## src/rtl/dtg_pkg.sv

```systemverilog
package dtg_pkg;
    localparam int CNT_W = 8;

    typedef enum logic {
        NARROW_RESTART = 1'b0,
        NARROW_REVERSE = 1'b1
    } narrow_mode_e;

    typedef enum logic {
        CNT_UP   = 1'b0,
        CNT_DOWN = 1'b1
    } cnt_dir_e;

    typedef struct packed {
        logic             tgt;   // phase level being served
        logic             busy;  // dead time in progress
        cnt_dir_e         dir;
        logic [CNT_W-1:0] cnt;
    } dt_state_t;

    localparam dt_state_t DT_IDLE = '{tgt: 1'b0, busy: 1'b0, dir: CNT_UP, cnt: '0};

    function automatic dt_state_t fresh_edge(input logic ph, input logic [CNT_W-1:0] w);
        dt_state_t s;
        s      = DT_IDLE;
        s.tgt  = ph;
        s.busy = (w != '0);
        return s;
    endfunction
endpackage

```

## src/rtl/dtg_cfg.sv

```systemverilog
module dtg_cfg #(
    parameter int CNT_W = dtg_pkg::CNT_W
) (
    input  logic                   clk,
    input  logic                   rst,
    input  logic                   run_en,
    input  logic [CNT_W-1:0]       dt_width,
    input  logic                   mode_wdata,
    input  logic                   mode_we,
    output logic                   run_q,
    output logic                   start,
    output logic [CNT_W-1:0]       width_q,
    output logic [CNT_W-1:0]       width_eff,
    output dtg_pkg::narrow_mode_e  mode_q
);
    assign start     = run_en && !run_q;
    assign width_eff = start ? dt_width : width_q;

    always_ff @(posedge clk) begin
        if (rst) begin
            run_q   <= 1'b0;
            width_q <= '0;
            mode_q  <= dtg_pkg::NARROW_RESTART;
        end else begin
            run_q <= run_en;
            if (start)
                width_q <= dt_width;
            if (mode_we && !run_q && !run_en)
                mode_q <= dtg_pkg::narrow_mode_e'(mode_wdata);
        end
    end
endmodule

```

## src/rtl/dtg_counter.sv

```systemverilog
module dtg_counter #(
    parameter int CNT_W = dtg_pkg::CNT_W
) (
    input  logic                  clk,
    input  logic                  rst,
    input  logic                  run_en,
    input  logic                  start,
    input  logic                  phase,
    input  logic [CNT_W-1:0]      width_eff,
    input  dtg_pkg::narrow_mode_e mode_q,
    output dtg_pkg::dt_state_t    st
);
    import dtg_pkg::*;

    localparam logic [CNT_W-1:0] ONE = CNT_W'(1);

    dt_state_t nxt;
    logic      toggled;

    assign toggled = (phase != st.tgt);

    always_comb begin
        nxt = st;
        if (!run_en) begin
            nxt = DT_IDLE;
        end else if (start) begin
            nxt = fresh_edge(phase, width_eff);
        end else if (toggled) begin
            if (!st.busy || mode_q == NARROW_RESTART) begin
                nxt = fresh_edge(phase, width_eff);
            end else begin
                nxt.tgt = phase;
                if (st.dir == CNT_UP) begin
                    if (st.cnt == '0)
                        nxt.busy = 1'b0;
                    else
                        nxt.dir = CNT_DOWN;
                end else begin
                    nxt.dir = CNT_UP;
                end
            end
        end else if (st.busy) begin
            if (st.dir == CNT_UP) begin
                nxt.cnt = st.cnt + ONE;
                if (st.cnt + ONE == width_eff)
                    nxt.busy = 1'b0;
            end else begin
                nxt.cnt = st.cnt - ONE;
                if (st.cnt == ONE)
                    nxt.busy = 1'b0;
            end
        end
    end

    always_ff @(posedge clk) begin
        if (rst)
            st <= DT_IDLE;
        else
            st <= nxt;
    end
endmodule

```

## src/rtl/dtg_drive.sv

```systemverilog
module dtg_drive (
    input  logic run_q,
    input  logic busy,
    input  logic tgt,
    output logic out_hi,
    output logic out_lo
);
    logic settled;

    assign settled = run_q && !busy;
    assign out_hi  = settled && tgt;
    assign out_lo  = settled && !tgt;
endmodule

```

## src/rtl/dtg_pair.sv

```systemverilog
module dtg_pair #(
    parameter int CNT_W = dtg_pkg::CNT_W
) (
    input  logic             clk,
    input  logic             rst,
    input  logic             run_en,
    input  logic             phase,
    input  logic [CNT_W-1:0] dt_width,
    input  logic             mode_wdata,
    input  logic             mode_we,
    output logic             out_hi,
    output logic             out_lo
);
    logic                  run_q;
    logic                  start;
    logic [CNT_W-1:0]      width_q;
    logic [CNT_W-1:0]      width_eff;
    dtg_pkg::narrow_mode_e mode_q;
    dtg_pkg::dt_state_t    st;

    dtg_cfg #(.CNT_W(CNT_W)) u_cfg (
        .clk       (clk),
        .rst       (rst),
        .run_en    (run_en),
        .dt_width  (dt_width),
        .mode_wdata(mode_wdata),
        .mode_we   (mode_we),
        .run_q     (run_q),
        .start     (start),
        .width_q   (width_q),
        .width_eff (width_eff),
        .mode_q    (mode_q)
    );

    dtg_counter #(.CNT_W(CNT_W)) u_cnt (
        .clk      (clk),
        .rst      (rst),
        .run_en   (run_en),
        .start    (start),
        .phase    (phase),
        .width_eff(width_eff),
        .mode_q   (mode_q),
        .st       (st)
    );

    dtg_drive u_drv (
        .run_q (run_q),
        .busy  (st.busy),
        .tgt   (st.tgt),
        .out_hi(out_hi),
        .out_lo(out_lo)
    );
endmodule

```

## config.mk

```make
export PLATFORM = sky130hd
export DESIGN_NAME = dtg_pair
export DESIGN_NICKNAME = d
export VERILOG_FILES = /design/src/rtl/dtg_pkg.sv /design/src/rtl/dtg_cfg.sv /design/src/rtl/dtg_counter.sv /design/src/rtl/dtg_drive.sv /design/src/rtl/dtg_pair.sv
export SDC_FILE = /design/constraint.sdc
export NUM_CORES = 1
export LEC_CHECK = 0
export CAP_MARGIN = 20
export CORE_MARGIN = 1
export CORE_UTILIZATION = 35
export CTS_BUF_LIST = sky130_fd_sc_hd__clkbuf_8
export DETAILED_ROUTE_END_ITERATION = 12
export DONT_BUFFER_PORTS = 1
export PLACE_DENSITY = 0.51
export SYNTH_ARGS = -nofsm -noshare
export SYNTH_HDL_FRONTEND = slang
export SYNTH_HIERARCHICAL = 1
export SYNTH_SLANG_ARGS = --single-unit
```

## constraint.sdc

```tcl
create_clock -name clk -period 5.25 [get_ports clk]
set_input_delay 0.525 -clock clk [delete_from_list [all_inputs] [get_ports clk]]
set_output_delay 0.525 -clock clk [all_outputs]
set_load 0.02 [all_outputs]
```

==> impl_metrics.toml <==
[outcome]
outcome = "finished clean"

[yosys]
synth-edff-count = 0
yosys.area.top_type = "dfxtp_1"
synthTopCellsByArea = "dfxtp_1, mux2_4, nor2b_1"
syn_area_um2 = 1450
ys_seq_elements = 21
async_reset_ff_share_pct = 0
ys_warn_count = 6
yosysMostFrequentCell = "dfxtp_1"
syn_avg_cell_area_um2 = 8.57
ys_top_cells_by_count = "dfxtp_1, nor2_1, nor2b_1"
syn_inst = 169
synthDistinctLibCells = 51
syn_nets = 187
synthFlopType = "dfxtp_1"
synth-seq-area-share_pct = 29.0
post-synth-top-area-fraction_pct = 29.0

[routing]
ant_nets = 0
wire_per_inst_um = 14.9
via_per_inst = 5.40
vias = 1155
drtPass1Iterations = 4
wl_mm = 3.19
drtIter0Drc = 56
drc = 0

[placed_design]
post_dp_cell_area_um2 = 1470
place.gp.congestion = 0.794
port_buffers = 0
dpl.hpwl_mm = 2.39

[min_path]
whs_path_depth = 1
hp-class = "in2reg"
hold_path.startpoint = "rst"
min_to = "u_cfg/width_q[7]"

[clock_tree]
clock_latency_ns = 0.26
cts_hold_buf = 0
post_cts_resized = 0
path_clk_slew_ns = 0.08
cts_tree = "done"
root_buffer = "clkbuf_8"
cts_sinks = 21
cts.htree.levels = 1
cts_buffer_depth = 2
numCtsBuffers = 3
cts_setup_buffers = 0

[pwr]
p_leak_uw = 0.000572
p_per_area_nw_per_um2 = 218
power_switching_uw = 88.4
pwr-share-clk_pct = 33.5
seq_power_share_pct = 51.0
intPower_uw = 243
swShare_pct = 26.7
p_comb_share_pct = 15.5
vdd_ir_drop_max_mv = 0.0744

[grt]
grt_pass1_wl_mm = 5.44
grt_max_degree = 15
antenna_found_initial = 0
grt_pass1_vias = 1127
overflow = 0
grt_use_total_pct = 16.5

[finish]
syn2layout_area_growth_pct = 4.67
num_antenna_cells = 0
design_area_um2 = 1520
nNetsFinal = 183
post-route-util_pct = 38.2
drive_above_1_share_pct = 10.4

[worst_setup_path]
slowest_delay_ns = 0.49
r2r_cells = 7
startpoint = "u_cfg/run_q"
slowest_stage = "nand2b_1"
startpoint_type = "flop"
endpoint_kind = "flop"
rrSetupSlack_ns = 2.82
r2r-end = "u_cnt/st[9]"
cp.required_ns = 5.40
cp.arrival_ns = 2.57
cp_max_fo = 9
timing.rr.start = "u_cfg/run_q"
path_cells = "nand2b_1 -> mux2_4 -> nand3b_1 -> a311o_1 -> a211oi_1 -> nor4bb_1 -> a31oi_1"
crit_type = "reg2reg"

[timing]
drv_slew = 0
slew_headroom_pct = 45.8
clock_skew_ns = 0.00151
setup_viol = 0
max_freq_mhz = 412
rsz0062_at_grt = "no"
min_period_ns = 2.43
final.setup.tns_ns = 0
tightest_slew_ns = 0.790
fin_crit_sh_pct = 46.2
finalHoldViolCount = 0

[floorplanning]
fp.dieW_um = 66.3
die_y_um = 66.3
core_area_um2 = 3970
fp-row-count = 23
ioPinCount = 16
die-area_um2 = 4400
start_util_pct = 36.5

[run]
drv_cap = 0
## state kept, by name, summed over array words and instances (netlist names)
register / flops
u_cfg/mode_q: 1
u_cfg/run_q: 1
u_cfg/width_q: 8
u_cnt/st: 11
## cell usage in the layout, fill, tap and decap left out, types with 2 or more instances in the layout
master	instances
dfxtp_1	21
nor2_1	14
nor2b_1	11
mux2_4	8
nand2_1	8
a21oi_1	8
inv_1	7
o21ai_0	6
nand3_1	6
nand2b_1	5
xnor2_1	5
mux2i_1	4
and3_1	4
ha_1	4
clkbuf_8	3
nor3b_1	3
xor2_1	3
a211oi_1	3
a31oi_1	3
and3b_1	2
and2_1	2
a22oi_1	2
nor4_1	2
o211ai_1	2
nor3_1	2
o22ai_1	2
## through the flow
step | hold WS, ns | total power, uW | cells | worst slack, ns
after floorplan | 0.499 | 215 | 169 | 3.09
after global placement | 0.541 | 223 | 210 | 2.78
after detailed placement | 0.550 | 223 | 210 | 2.75
after CTS | 0.312 | 335 | 214 | 2.83
after global routing | 0.307 | 349 | 214 | 2.68
final | 0.318 | 331 | 214 | 2.82
## logic make-up after synthesis
logic type,count (synthesis),synth area share (%)
flip-flops,21,29.0
buffers and inverters,16,4.67
AND/OR/NAND/NOR,72,29.5
multiplexers,12,11.1
XOR/XNOR,9,6.40
AO/OA/AOI/OAI,34,15.2
adder cells (fa/ha/maj),5,4.15
## cell type report
type | instances | area [um2]
tap | 50 | 62.6
inverter | 7 | 26.3
sequential | 21 | 420
multi-input combinational | 132 | 960
clock buffer | 3 | 41.3
clock inverter | 1 | 5.00
fill | 423 | 2460
## worst max-delay path by stage
stage	endpoint	cells after the start
after floorplan	u_cnt/st[9]	8
after global placement	u_cnt/st[9]	7
after detailed placement	u_cnt/st[9]	7
after CTS	u_cnt/st[9]	7
after global routing	u_cnt/st[9]	7
final	u_cnt/st[9]	7
## critical path: cells and delay by family (launching register included)
| family | cells | cell delay (ns) |
|---|---|---|
| simple gates | 3 | 0.88 |
| compound gates | 3 | 0.69 |
| flops | 1 | 0.37 |
| mux | 1 | 0.37 |
## per-layer routing
layer  up-vias  track usage, %  share of wire, %
met5         -               0                 0
met4         0            5.59               1.2
met3         4            2.59               4.5
met2        21            26.1                45
met1       535            22.3                49
li1        595               -                 -
## power groups by stage
| stage | Clock, uW | Sequential (uW) | Combinational [uW] |
|---|---|---|---|
| after global routing | 122 | 170 | 57.0 |
| after detailed placement | 0 | 173 | 51.0 |
| after CTS | 115 | 169 | 51.3 |
| after global placement | 0 | 172 | 50.3 |
| after floorplan | 0 | 170 | 44.5 |
| final | 111 | 169 | 51.4 |
No activity file was read; power rests on OpenSTA's default activity.
